## config.mk

```make
export PLATFORM = sky130hd
export DESIGN_NAME = hib_wake_ctrl
export DESIGN_NICKNAME = d
export VERILOG_FILES = /design/src/rtl/hib_wake_pkg.sv /design/src/rtl/hib_wake_sync.sv /design/src/rtl/hib_wake_dp.sv /design/src/rtl/hib_wake_fsm.sv /design/src/rtl/hib_wake_ctrl.sv
export SDC_FILE = /design/constraint.sdc
export NUM_CORES = 1
export LEC_CHECK = 0
export BUFFER_PORTS_ARGS = -buffer_cell sky130_fd_sc_hd__buf_2
export CAP_MARGIN = 20
export CORE_ASPECT_RATIO = 1.4
export CORE_MARGIN = 1.5
export CORE_UTILIZATION = 30
export DETAILED_ROUTE_END_ITERATION = 16
export PLACE_DENSITY = 0.59
export SYNTH_ARGS = -nofsm -noshare
export SYNTH_HDL_FRONTEND = slang
export SYNTH_HIERARCHICAL = 1
export SYNTH_SLANG_ARGS = --single-unit
```

## constraint.sdc

```tcl
create_clock -name clk -period 1.8 [get_ports clk]
set_input_delay 0.36 -clock clk [delete_from_list [all_inputs] [get_ports clk]]
set_output_delay 0.36 -clock clk [all_outputs]
set_load 0.03 [all_outputs]
```

## src/rtl/hib_wake_pkg.sv

```systemverilog
`timescale 1ns/1ps
package hib_wake_pkg;

  localparam int SRC_W = 4;

  typedef enum logic [SRC_W-1:0] {
    SRC_NONE = 4'b0000,
    SRC_UART = 4'b0001,
    SRC_RTC  = 4'b0010,
    SRC_GPIO = 4'b0100
  } wakeSrcE;

  typedef enum logic [1:0] {
    TRIG_LOW  = 2'b00,
    TRIG_HIGH = 2'b01,
    TRIG_FALL = 2'b10,
    TRIG_RISE = 2'b11
  } trigModeE;

  typedef enum logic {
    ST_AWAKE  = 1'b0,
    ST_ASLEEP = 1'b1
  } pwrStateE;

  localparam logic [1:0] ADDR_GPIO_EN  = 2'd0;
  localparam logic [1:0] ADDR_TRIG_CFG = 2'd1;
  localparam logic [1:0] ADDR_UART_EN  = 2'd2;
  localparam logic [1:0] ADDR_STATUS   = 2'd3;

  // strobes from control to datapath
  typedef struct packed {
    logic    takeWake;
    wakeSrcE src;
    logic    clearStatus;
  } ctrlStrobeT;

endpackage

```

## src/rtl/hib_wake_sync.sv

```systemverilog
`timescale 1ns/1ps
// Two-flop synchronizer followed by a history flop for edge detection.
module hib_wake_sync #(
  parameter int   WIDTH   = 8,
  parameter logic RST_VAL = 1'b0
) (
  input  logic             clk,
  input  logic             rstN,
  input  logic [WIDTH-1:0] rawIn,
  output logic [WIDTH-1:0] curOut,
  output logic [WIDTH-1:0] prevOut
);

  for (genvar b = 0; b < WIDTH; b++) begin : g_bit
    logic meta, stable, hist;
    always_ff @(posedge clk) begin
      if (!rstN) begin
        meta   <= RST_VAL;
        stable <= RST_VAL;
        hist   <= RST_VAL;
      end else begin
        meta   <= rawIn[b];
        stable <= meta;
        hist   <= stable;
      end
    end
    assign curOut[b]  = stable;
    assign prevOut[b] = hist;
  end

endmodule

```

## src/rtl/hib_wake_dp.sv

```systemverilog
`timescale 1ns/1ps
// Datapath: arming registers, trigger configuration, match logic, status.
module hib_wake_dp
  import hib_wake_pkg::*;
#(
  parameter int NUM_PINS = 8,
  parameter int DATA_W   = 16
) (
  input  logic                clk,
  input  logic                rstN,
  input  logic                wrEn,
  input  logic [1:0]          addr,
  input  logic [DATA_W-1:0]   wrData,
  output logic [DATA_W-1:0]   rdData,
  input  logic [NUM_PINS-1:0] gpioCur,
  input  logic [NUM_PINS-1:0] gpioPrev,
  input  logic                uartCur,
  input  logic                uartPrev,
  input  ctrlStrobeT          strobe,
  output logic                gpioHit,
  output logic                uartHit,
  output logic [SRC_W:0]      statusOut
);

  localparam int CFG_W = 2 * NUM_PINS;

  logic [NUM_PINS-1:0] armedGpio;
  logic                armedUart;
  logic [CFG_W-1:0]    trigCfg;
  logic [SRC_W:0]      statusReg;
  logic [NUM_PINS-1:0] pinMatch;

  // per-pin trigger decode
  for (genvar n = 0; n < NUM_PINS; n++) begin : g_pin
    trigModeE pinMode;
    assign pinMode = trigModeE'(trigCfg[2*n +: 2]);
    always_comb begin
      unique case (pinMode)
        TRIG_LOW:  pinMatch[n] = ~gpioCur[n];
        TRIG_HIGH: pinMatch[n] = gpioCur[n];
        TRIG_FALL: pinMatch[n] = gpioPrev[n] & ~gpioCur[n];
        TRIG_RISE: pinMatch[n] = ~gpioPrev[n] & gpioCur[n];
        default:   pinMatch[n] = 1'b0;
      endcase
    end
  end

  assign gpioHit = |(pinMatch & armedGpio);
  assign uartHit = armedUart & uartPrev & ~uartCur;

  // arming: write-1-to-set, cleared by a taken wake (clear wins)
  always_ff @(posedge clk) begin
    if (!rstN) begin
      armedGpio <= '0;
      armedUart <= 1'b0;
    end else if (strobe.takeWake) begin
      armedGpio <= '0;
      armedUart <= 1'b0;
    end else if (wrEn) begin
      if (addr == ADDR_GPIO_EN) armedGpio <= armedGpio | wrData[NUM_PINS-1:0];
      if (addr == ADDR_UART_EN) armedUart <= armedUart | wrData[0];
    end
  end

  always_ff @(posedge clk) begin
    if (!rstN)                                   trigCfg <= '0;
    else if (wrEn && addr == ADDR_TRIG_CFG)      trigCfg <= wrData[CFG_W-1:0];
  end

  always_ff @(posedge clk) begin
    if (!rstN)                   statusReg <= '0;
    else if (strobe.takeWake)    statusReg <= {strobe.src, 1'b1};
    else if (strobe.clearStatus) statusReg <= '0;
  end

  always_comb begin
    unique case (addr)
      ADDR_TRIG_CFG: rdData = DATA_W'(trigCfg);
      ADDR_STATUS:   rdData = DATA_W'(statusReg);
      default:       rdData = '0;
    endcase
  end

  assign statusOut = statusReg;

  // source code one-hot and accompanied by the hibernate flag
  p_src_onehot_r7: assert property (@(posedge clk) disable iff (!rstN)
    $onehot0(statusReg[SRC_W:1]));
  p_flag_with_code_r7: assert property (@(posedge clk) disable iff (!rstN)
    (statusReg[SRC_W:1] != '0) |-> statusReg[0]);
  // taking a wake disarms everything
  p_disarm_r9: assert property (@(posedge clk) disable iff (!rstN)
    strobe.takeWake |=> (armedGpio == '0) && !armedUart);
  // status cleared on entry, held otherwise
  p_clear_r11: assert property (@(posedge clk) disable iff (!rstN)
    (strobe.clearStatus && !strobe.takeWake) |=> (statusReg == '0));
  p_hold_r11: assert property (@(posedge clk) disable iff (!rstN)
    (!strobe.clearStatus && !strobe.takeWake) |=> $stable(statusReg));

endmodule

```

## src/rtl/hib_wake_fsm.sv

```systemverilog
`timescale 1ns/1ps
// Control: power state and source arbitration.
module hib_wake_fsm
  import hib_wake_pkg::*;
(
  input  logic       clk,
  input  logic       rstN,
  input  logic       hibEnter,
  input  logic       rtcWake,
  input  logic       gpioHit,
  input  logic       uartHit,
  output ctrlStrobeT strobe,
  output logic       lowPower,
  output logic       wakeReq
);

  pwrStateE state;
  logic     anyHit;

  assign anyHit = rtcWake | gpioHit | uartHit;

  always_comb begin
    strobe             = '0;
    strobe.takeWake    = (state == ST_ASLEEP) && anyHit;
    strobe.clearStatus = (state == ST_AWAKE) && hibEnter;
    if (rtcWake)      strobe.src = SRC_RTC;
    else if (gpioHit) strobe.src = SRC_GPIO;
    else if (uartHit) strobe.src = SRC_UART;
    else              strobe.src = SRC_NONE;
  end

  always_ff @(posedge clk) begin
    if (!rstN) begin
      state   <= ST_AWAKE;
      wakeReq <= 1'b0;
    end else begin
      wakeReq <= strobe.takeWake;
      if (strobe.clearStatus)   state <= ST_ASLEEP;
      else if (strobe.takeWake) state <= ST_AWAKE;
    end
  end

  assign lowPower = (state == ST_ASLEEP);

  // request lasts one cycle
  p_wake_pulse_r9: assert property (@(posedge clk) disable iff (!rstN)
    wakeReq |=> !wakeReq);
  // no wake from the awake state
  p_awake_quiet_r10: assert property (@(posedge clk) disable iff (!rstN)
    (state == ST_AWAKE) |=> !wakeReq);
  // RTC pulse always taken while asleep
  p_rtc_taken_r6: assert property (@(posedge clk) disable iff (!rstN)
    ((state == ST_ASLEEP) && rtcWake) |=> wakeReq);

endmodule

```

## src/rtl/hib_wake_ctrl.sv

```systemverilog
`timescale 1ns/1ps
module hib_wake_ctrl
  import hib_wake_pkg::*;
#(
  parameter int NUM_PINS = 8,
  parameter int DATA_W   = 16
) (
  input  logic                clk,
  input  logic                rstN,
  input  logic                hibEnter,
  input  logic                rtcWake,
  input  logic [NUM_PINS-1:0] gpioIn,
  input  logic                uartRx,
  input  logic                regWrEn,
  input  logic [1:0]          regAddr,
  input  logic [DATA_W-1:0]   regWrData,
  output logic [DATA_W-1:0]   regRdData,
  output logic                wakeReq
);

  logic [NUM_PINS-1:0] gpioCur, gpioPrev;
  logic                uartCur, uartPrev;
  logic                gpioHit, uartHit, lowPower;
  logic [SRC_W:0]      statusOut;
  ctrlStrobeT          strobe;

  hib_wake_sync #(.WIDTH(NUM_PINS), .RST_VAL(1'b0)) u_gpio_sync (
    .clk(clk), .rstN(rstN), .rawIn(gpioIn), .curOut(gpioCur), .prevOut(gpioPrev));

  hib_wake_sync #(.WIDTH(1), .RST_VAL(1'b1)) u_uart_sync (
    .clk(clk), .rstN(rstN), .rawIn(uartRx), .curOut(uartCur), .prevOut(uartPrev));

  hib_wake_fsm u_fsm (
    .clk(clk), .rstN(rstN), .hibEnter(hibEnter), .rtcWake(rtcWake),
    .gpioHit(gpioHit), .uartHit(uartHit), .strobe(strobe),
    .lowPower(lowPower), .wakeReq(wakeReq));

  hib_wake_dp #(.NUM_PINS(NUM_PINS), .DATA_W(DATA_W)) u_dp (
    .clk(clk), .rstN(rstN), .wrEn(regWrEn), .addr(regAddr), .wrData(regWrData),
    .rdData(regRdData), .gpioCur(gpioCur), .gpioPrev(gpioPrev),
    .uartCur(uartCur), .uartPrev(uartPrev), .strobe(strobe),
    .gpioHit(gpioHit), .uartHit(uartHit), .statusOut(statusOut));

  // priority of the recorded source
  p_rtc_first_r8: assert property (@(posedge clk) disable iff (!rstN)
    (lowPower && rtcWake) |=> (statusOut[SRC_W:1] == 4'b0010));
  p_gpio_over_uart_r8: assert property (@(posedge clk) disable iff (!rstN)
    (lowPower && !rtcWake && gpioHit) |=> (statusOut[SRC_W:1] == 4'b0100));

endmodule

```

### Yosys cells after proc, flatten, opt, wreduce, memory -nomap -nowiden

Cells that the tools add are included.
W data, S select, Z words.

| storage, ports and cells | value |
|---|---|
| bits in latches | 0 |
| output and inout port bits | 17 |
| memory bits (read-only) | 0 |
| bits in registers | 59 |
| memories | 0 |
| bits in writable memories | 0 |

| operators by class | value |
|---|---|
| bitwise operators | 42 |
| multipliers | 0 |
| mux-type cells | 16 |
| div/mod/pow operators | 0 |
| add/sub/neg operators | 0 |
| eq/ne operators | 27 |
| magnitude comparators | 0 |
| reduce and logical (&&, ||, !) cells | 17 |
| shift operators | 0 |

Operator list:

| operator | count |
|---|---|
| $eq A2 B2 Y1 const B | 18 |
| $pmux W1 S4 | 8 |
| $pmux W16 S2 | 1 |
| $not A1 Y1 | 19 |
| $and A1 B1 Y1 | 18 |
| $eq A2 B1 Y1 const B | 9 |
| $logic_not A2 Y1 | 9 |
| $mux W5 | 2 |
| $and A8 B8 Y8 | 1 |
| $mux W4 | 2 |
| $or A8 B8 Y8 | 1 |
| $reduce_or A8 Y1 | 1 |
| $reduce_and A2 Y1 | 2 |
| $logic_and A1 B1 Y1 | 3 |
| $mux W1 | 3 |
| $or A1 B1 Y1 | 3 |
| $reduce_bool A2 Y1 | 1 |
| $reduce_or A2 Y1 | 1 |

### Logic depth before layout (Yosys ltp)

Gate-level depths: netlist of run 1.

| depth | value |
|---|---|
| word-level depth | 10 |
| depth in mapped cells | 10 |
| gate-level depth less buffers | 8 |

### Modules after synthesis

The synthesis of run 1 kept the hierarchy.

By module, submodules not included:

| module | seq. area each (um^2) | cells each | times used | area each (um^2) |
|---|---|---|---|---|
| hib_wake_dp | 600.6 | 185 | 1 | 1559.0 |
| hib_wake_sync (u_gpio_sync) | 480.5 | 66 | 1 | 795.8 |
| hib_wake_fsm | 40.0 | 12 | 1 | 112.6 |
| hib_wake_sync (u_uart_sync) | 60.1 | 6 | 1 | 78.8 |

### Worst setup path before layout of run 1

OpenSTA, ideal clock, no wires.

| timing path | value |
|---|---|
| path type | reg2reg |
| start | reg u_gpio_sync.g_bit[0].stable |
| end | reg u_dp.armedUart |
| buffers on the path | 3 |
| period minus slack after synthesis | 2001 ps |
| arrival time | 1936 ps |
| required time | 1735 ps |
| path slack | -201 ps |
| stages on the path, launching flop included | 11 |
| library setup time | 65 ps |
| path through | dfxtp_1 buf_4 a21boi_0 a22o_1 a22oi_1 nand4_1 o31a_1 clkbuf_1 nand2b_1 buf_2 nor2_1 |

RTL lines:

| item | RTL line | source |
|---|---|---|
| start: declaration | hib_wake_sync.sv:15 | `logic meta, stable, hist;` |
| start signal: assignment | hib_wake_sync.sv:23 | `stable <= meta;` |
| end signal: assignment | hib_wake_dp.sv:61 | `if (addr == ADDR_UART_EN) armedUart <= armedUart \| wrData[0];` |
| end: declaration | hib_wake_dp.sv:28 | `logic armedUart;` |

==> flow_summary.yaml, run 1 <==
routing:
  vias: 1907
  drt_pass1_iterations: 4
  drt-initial-drc-count: 44
  wire_per_inst_um: 12.9
  detail_route.vias_per_cell: 4.50
  postRouteWirelength_um: 5450
  remaining_drcs: 0
  route.antenna.remaining_nets: 0
floorplan:
  core-area_um2: 8200
  io_pins: 49
  initial_utilization_pct: 31.1
  die_width_um: 80.9
  total_die_area_um2: 9060
  row_count: 39
  die_height_um: 112
sta:
  holdWs_ns: 0.215
  maxClockFrequency_ghz: 0.514
  setup_violation_total_in_the_final_timing_report: 15
  layout_worst_path_cycle_share_pct: 108
  final.setup.tns_ns: -1.16
  grt_setup_unrepaired: "true"
  max_slew_margin_pct: 59.1
  final.setup.worst_slack_ns: -0.145
  final_max_slew_viol_count: 0
  min_period_ns: 1.95
  skew_ns: 0.0113
  final_hold_violation_count: 0
  worst-slew-pin-transition_ns: 0.612
layout:
  insertedDiodeCount: 0
  design.final.nets: 349
  areaGrowthSynthToFinish_pct: 28.8
  filler_cell_count: 827
  drive_above_1_share_pct: 41.3
  design_area_um2: 3280
  multiInputGateArea_um2: 1230
  area_used_by_sequential_logic_in_the_layout_um2: 1190
  fin_cells: 424
  finish.utilization_pct: 40.0
synth:
  syn_area_per_cell_um2: 9.47
  synth-warning-count: 6
  synthMostInstantiatedCell: "dfxtp_1"
  syn-instance-count: 269
  synth_sequential_area_ratio_pct: 46.4
  post_synth_top_area_cell: "dfxtp_1"
  synth_top_flop_cell: "dfxtp_1"
  synth_top_area_share_pct: 46.4
  synth_area_leaders: "dfxtp_1, and2_2, buf_4"
  synth.ff_latch_count: 59
  number_of_nets_produced_by_synthesis: 301
  postSynth.asyncResetShare_pct: 0
  number_of_synthesized_flops_with_an_enable_pin: 0
  syn-cell-area_um2: 2550
  netlist-cell-type-count: 30
  synth_commonest_cells: "dfxtp_1, nand2_1, nor2_1"
setup_path:
  crit_path_end: "u_dp/statusOut[0]$_SDFFE_PN0P_"
  critical_path.endpoint_type: "flip-flop"
  worst_r2r_endpoint: "u_dp/statusOut[0]$_SDFFE_PN0P_"
  critical_path.reg2reg.startpoint: "u_dp/trigCfg[12]$_SDFFE_PN0P_"
  critical_path_class: "reg2reg"
  crit_path_max_incr_delay_ns: 0.43
  setup.worst_path.start_class: "flip-flop"
  critical_path.n_buffers_inverters: 1
  critPathArrivalTime_ns: 2.16
  crit_path_max_fanout: 5
  crit_start: "u_dp/trigCfg[12]$_SDFFE_PN0P_"
  crit_path_cell_trace: "a21boi_1 -> a22o_1 -> a22oi_2 -> nand4_1 -> o31a_1 -> buf_4 -> o21a_1"
  rrSetupSlack_ns: -0.15
  rr_worst_depth: 7
  worst-path-stages: 7
  required_time_at_the_worst_slack_endpoint_ns: 2.01
  slowest_stage: "o31a_1"
  cpLargestDelayFamily: "compound AO/OA/AOI/OAI gates"
cts:
  insertion_delay_ns: 0.33
  clock_tree.buffer_depth: 2
  cts_hold_buf: 0
  cts_root_buffer: "clkbuf_16"
  tritoncts_num_sinks: 59
  tritoncts: "yes"
  tritoncts.num_buffers: 9
  clkTransAtPathRegs_ns: 0.05
  cts_max_level: 3
place:
  minimum_setup_slack_after_placement_ns: -0.246
  placement.cell_area_um2: 2800
  placement.io_buffers: 48
  hpwl_um: 3710
  gp_congestion: 0.765
  dp_cells: 402
run_status:
  failed_checks: "negative setup slack"
  run_status: "complete, but fails checks"
pwr:
  worst_supply_voltage_drop_on_vdd_mv: 0.452
  report.power.total_mw: 3.73
  power.leakage_nw: 1.39
  power_per_cell_area_nw_per_um2: 1140
hold_path:
  hold_class: "in2reg"
global_route:
  grt_pass1_wl_um: 8550
  via_count_of_the_first_global_routing_pass: 1823
  grtUsageTotal_pct: 12.7
  grt_remaining_overflow: 0
  largest_net_degree_at_the_start_of_global_routing: 52
  initial_antenna_violation_count: 0
flow_run:
  maxCapViolations: 0
[layout make-up]
cell class | count | share of cell area (%)
Sequential cell | 59 | 36.2
Multi-Input combinational cell | 182 | 37.5
Inverter | 1 | 0.114
Tap cell | 102 | 3.89
Clock inverter | 5 | 3.81
Timing Repair Buffer | 64 | 11.4
Clock buffer | 11 | 7.09
[repair_timing]
| action | in CTS | in global routing |
|---|---|---|
| pin swaps | 4 | 7 |
| buffers inserted | 2 | 2 |
| gates resized for setup | 4 | 19 |
| cloned | 1 | 1 |
| setup endpoints to repair | 15 | 16 |
[kinds of logic (layout without fill, tap and decap cells)]
family / count (synthesis) / count (layout) / synth area share, %
AO/OA/AOI/OAI: 52 / 53 / 16.1
buffers and inverters: 30 / 81 / 8.99
flip-flops: 59 / 59 / 46.4
multiplexers: 5 / 5 / 1.97
other: 1 / 1 / 0.147
AND/OR/NAND/NOR: 122 / 123 / 26.4
[registers in the layout, summed over array words and instances, names as in the netlist, 5 cells and up]
register and cells:
u_gpio_sync/g_bit.stable 8, u_gpio_sync/g_bit.hist 8, u_gpio_sync/g_bit.meta 8, u_dp/armedGpio 8, u_dp/statusOut 5, u_dp/trigCfg 16
[where the power goes]
part	switching [mW]	leakage (nW)	internal [mW]	total, mW
sequential	0.0265	0.485	1.36	1.39
combinational	0.147	0.733	0.144	0.291
clock	0.561	0.174	1.49	2.05
total	0.735	1.39	2.99	3.73
[worst min-delay path by stage]
stage | end | slack (ns) | cells past startpoint | startpoint
4_1_cts | u_uart_sync/g_bit[0].meta$_SDFF_PN1_ | 0.21 | 2 | uartRx
5_1_grt | u_uart_sync/g_bit[0].meta$_SDFF_PN1_ | 0.22 | 2 | uartRx
3_5_place_dp | u_uart_sync/curOut$_SDFF_PN1_ | 0.40 | 1 | u_uart_sync/g_bit[0].meta$_SDFF_PN1_
6_report | u_uart_sync/g_bit[0].meta$_SDFF_PN1_ | 0.22 | 2 | uartRx
2_1_floorplan | u_uart_sync/curOut$_SDFF_PN1_ | 0.39 | 1 | u_uart_sync/g_bit[0].meta$_SDFF_PN1_
3_3_place_gp | u_uart_sync/curOut$_SDFF_PN1_ | 0.39 | 1 | u_uart_sync/g_bit[0].meta$_SDFF_PN1_
[cells in the final DEF, fill, tap and decap left out]
master	synthesis	routed
a21boi_0	14	12
a21boi_1	0	2
a21boi_2	10	10
a21oi_1	12	11
a21oi_2	0	1
a22o_1	8	8
a22oi_1	4	1
a22oi_2	0	3
a41oi_1	1	1
and2_1	17	17
and2_2	19	19
and2_4	1	1
and2b_2	1	1
buf_12	1	1
buf_2	2	48
buf_4	18	15
bufinv_16	0	4
clkbuf_1	4	2
clkbuf_16	0	9
clkinv_2	0	1
conb_1	1	1
dfxtp_1	59	54
dfxtp_2	0	5
inv_1	1	1
mux2i_1	5	5
nand2_1	34	34
nand2b_1	12	11
nand2b_4	0	2
nand4_1	1	1
nor2_1	23	17
nor2_2	0	5
nor2_4	0	1
nor2b_1	6	6
nor2b_4	1	1
nor3b_1	5	1
nor3b_2	1	5
nor4b_2	0	1
o21a_1	2	2
o31a_1	1	2
[worst reg2reg max path, delay by kind of cell (launching register included)]
family	cells	cell delay (ns)
buffers and inverters	1	0.17
DFF	1	0.33
AOI/OAI and AO/OA	5	1.15
and+or+nand+nor	1	0.20
[per-layer routing]
layer  track usage [%]  vias up  wire length (µm)
met1              14.4      888              2400
met4              6.21        0                90
met2              21.1       44              2700
met3              4.10        8               254
met5                 0        -                 0
li1                  -      967                 -
Note: power is estimated with default switching activity, not from simulation.
==> run 2: changes to the inputs <==
- PLACE_DENSITY: 0.59 -> 0.6
- SYNTH_HIERARCHICAL: 1 -> default
==> run 2 against run 1 <==
  * Critical endpoint is now u_dp.armedGpio[0]$_SDFFE_PP0P_
  * Hold slack got worse by 0.014 ns
  * Sequential power about the same
  * Clock power decreased by 47%
  * Highest routed layer unchanged
  * Total power decreased by 26%
  * Combinational power decreased by 1%
  * Register-to-register slack improved by 0.15 ns
  * Largest power group is now sequential cells
  * The run now ends clean
  * Largest cell class is now sequential cells
  * Sequential share of layout area increased by 2.2 points
  * Setup slack improved by 0.15 ns
==> flow_summary.yaml, run 2 <==
run_status:
  run_status: "complete, no violations"
cts:
  cts_root_buffer: "clkbuf_8"
  clkTransAtPathRegs_ns: 0.06
  tritoncts: "yes"
  tritoncts.num_buffers: 9
  tritoncts_num_sinks: 58
  cts_max_level: 3
  clock_tree.buffer_depth: 2
  insertion_delay_ns: 0.34
routing:
  vias: 2003
  wire_per_inst_um: 13.1
  drt-initial-drc-count: 108
  drt_pass1_iterations: 6
  detail_route.vias_per_cell: 4.66
  postRouteWirelength_um: 5650
  remaining_drcs: 0
  route.antenna.remaining_nets: 0
sta:
  final_hold_violation_count: 0
  setup_violation_total_in_the_final_timing_report: 0
  final.setup.worst_slack_ns: 0.00724
  final_max_slew_viol_count: 0
  skew_ns: 0.00293
  worst-slew-pin-transition_ns: 0.505
  max_slew_margin_pct: 66.2
  maxClockFrequency_ghz: 0.558
  layout_worst_path_cycle_share_pct: 99.6
  holdWs_ns: 0.201
  grt_setup_unrepaired: "true"
  min_period_ns: 1.79
pwr:
  power.leakage_nw: 1.35
  worst_supply_voltage_drop_on_vdd_mv: 0.521
  power_per_cell_area_nw_per_um2: 895
synth:
  syn_area_per_cell_um2: 9.22
  synth_top_flop_cell: "dfxtp_1"
  synth_sequential_area_ratio_pct: 49.8
  syn-cell-area_um2: 2330
  synth_commonest_cells: "dfxtp_1, nand2_1, and2_1"
  number_of_nets_produced_by_synthesis: 285
  post_synth_top_area_cell: "dfxtp_1"
  synthMostInstantiatedCell: "dfxtp_1"
  synth_area_leaders: "dfxtp_1, and2_1, nand2_1"
  synth-warning-count: 0
  netlist-cell-type-count: 30
  number_of_synthesized_flops_with_an_enable_pin: 0
  syn-instance-count: 253
  synth_top_area_share_pct: 49.8
  synth.ff_latch_count: 58
  postSynth.asyncResetShare_pct: 0
floorplan:
  die_width_um: 77.5
  core-area_um2: 7450
  io_pins: 49
  die_height_um: 107
  total_die_area_um2: 8320
  initial_utilization_pct: 31.3
  row_count: 37
hold_path:
  hold_class: "in2reg"
  timing.hold.worst.start: "uartRx"
global_route:
  initial_antenna_violation_count: 0
  grt_remaining_overflow: 0
  grtUsageTotal_pct: 14.6
  largest_net_degree_at_the_start_of_global_routing: 20
  grt_pass1_wl_um: 9190
  via_count_of_the_first_global_routing_pass: 1991
setup_path:
  crit_path_max_incr_delay_ns: 0.46
  crit_path_cell_trace: "a21boi_1 -> a22o_1 -> a32o_2 -> o41a_1 -> buf_6 -> buf_6 -> nor2_1"
  rrSetupSlack_ns: 0.007
  cpLargestDelayFamily: "compound AO/OA/AOI/OAI gates"
  crit_path_max_fanout: 5
  setup.worst_path.start_class: "flip-flop"
  critical_path.n_buffers_inverters: 2
  critical_path.endpoint_type: "flip-flop"
  critical_path_class: "reg2reg"
  slowest_stage: "o41a_1"
  crit_start: "u_dp.trigCfg[0]$_SDFFE_PN0P_"
  critical_path.most_common_cell: "buf_6"
  critical_path.reg2reg.startpoint: "u_dp.trigCfg[0]$_SDFFE_PN0P_"
  critPathArrivalTime_ns: 2.07
  required_time_at_the_worst_slack_endpoint_ns: 2.08
place:
  placement.io_buffers: 48
  minimum_setup_slack_after_placement_ns: -0.0811
  dp_cells: 410
  hpwl_um: 4080
  gp_congestion: 0.813
layout:
  design.final.nets: 360
  insertedDiodeCount: 0
  filler_cell_count: 743
  largest_reg_flops: 16
  drive_above_1_share_pct: 33.3
  layout.cells.most_common_list: "buf_2, dfxtp_1, nand2_1, and2_1, a21oi_1"
  registers.top_by_ff_count: "u_dp.trigCfg"
  fin_cells: 430
  areaGrowthSynthToFinish_pct: 31.2
  layout_commonest_cell: "buf_2"
flow_run:
  maxCapViolations: 0
## run 2: cell types whose count changed in the layout (fill, tap and decap cells not counted), sizes merged, moves of 5 or more
cell,delta
nor3b,-5
a21boi,-17
buf,+11
nor2,-9
nand2,+7
nor4,+8
a21oi,+14
## run 2: area by class of cell
type / count / area [µm²] / area share [%]
clock buffers: 14 / 173 / 5.64
repair buffers: 75 / 454 / 14.8
flip-flops and latches: 58 / 1170 / 38.4
multi-input cells: 182 / 1120 / 36.6
clock inverters: 2 / 10.0 / 0.327
well taps: 97 / 121 / 3.96
inverters: 2 / 7.51 / 0.245
## run 2: routing by layer
metal	global-route usage, %	vias up	share of wire, %
li1	-	1011	-
met2	26.1	52	51
met1	15.8	930	43
met4	7.01	0	2.5
met5	0	-	0
met3	4.15	10	3.7
## run 2: timing repair
| action | in CTS | in global routing |
|---|---|---|
| setup buffers | 3 | 1 |
| pin swaps | 12 | 9 |
| hold buffers | 0 | 0 |
| resized for setup | 8 | 10 |
| setup endpoints to repair | 7 | 11 |
## run 2: report_power, final
group	switching (mW)	internal, mW
clock	0.478	0.608
combinational	0.148	0.139
sequential	0.0307	1.34
## run 2: kinds of logic after synthesis
kind of cell | after synthesis | share of synthesized area (%)
AOI/OAI and AO/OA | 54 | 15.2
muxes | 4 | 1.72
buffers and inverters | 13 | 2.73
DFF | 58 | 49.8
and+or+nand+nor | 122 | 29.8
xor gates and xnor gates | 2 | 0.751
## run 2: through the flow
step                      power, mW  cell area (µm²)  setup TNS, ns  util [%]
after CTS                      2.76             3030              0      40.7
after global placement         1.66             2810         -0.129      37.7
after global routing           2.86             3060         -0.140      41.1
final                          2.74             3060              0      41.1
after detailed placement       1.67             2810         -0.434      37.7
after floorplan                1.54             2330              0         -
## run 2: worst paths after layout
check	to	cells past startpoint
max	u_dp.armedGpio[0]$_SDFFE_PP0P_	7
min reg2reg	u_uart_sync.curOut$_SDFF_PN1_	1
min	u_uart_sync.g_bit[0].meta$_SDFF_PN1_	2
max reg2reg	u_dp.armedGpio[0]$_SDFFE_PP0P_	7
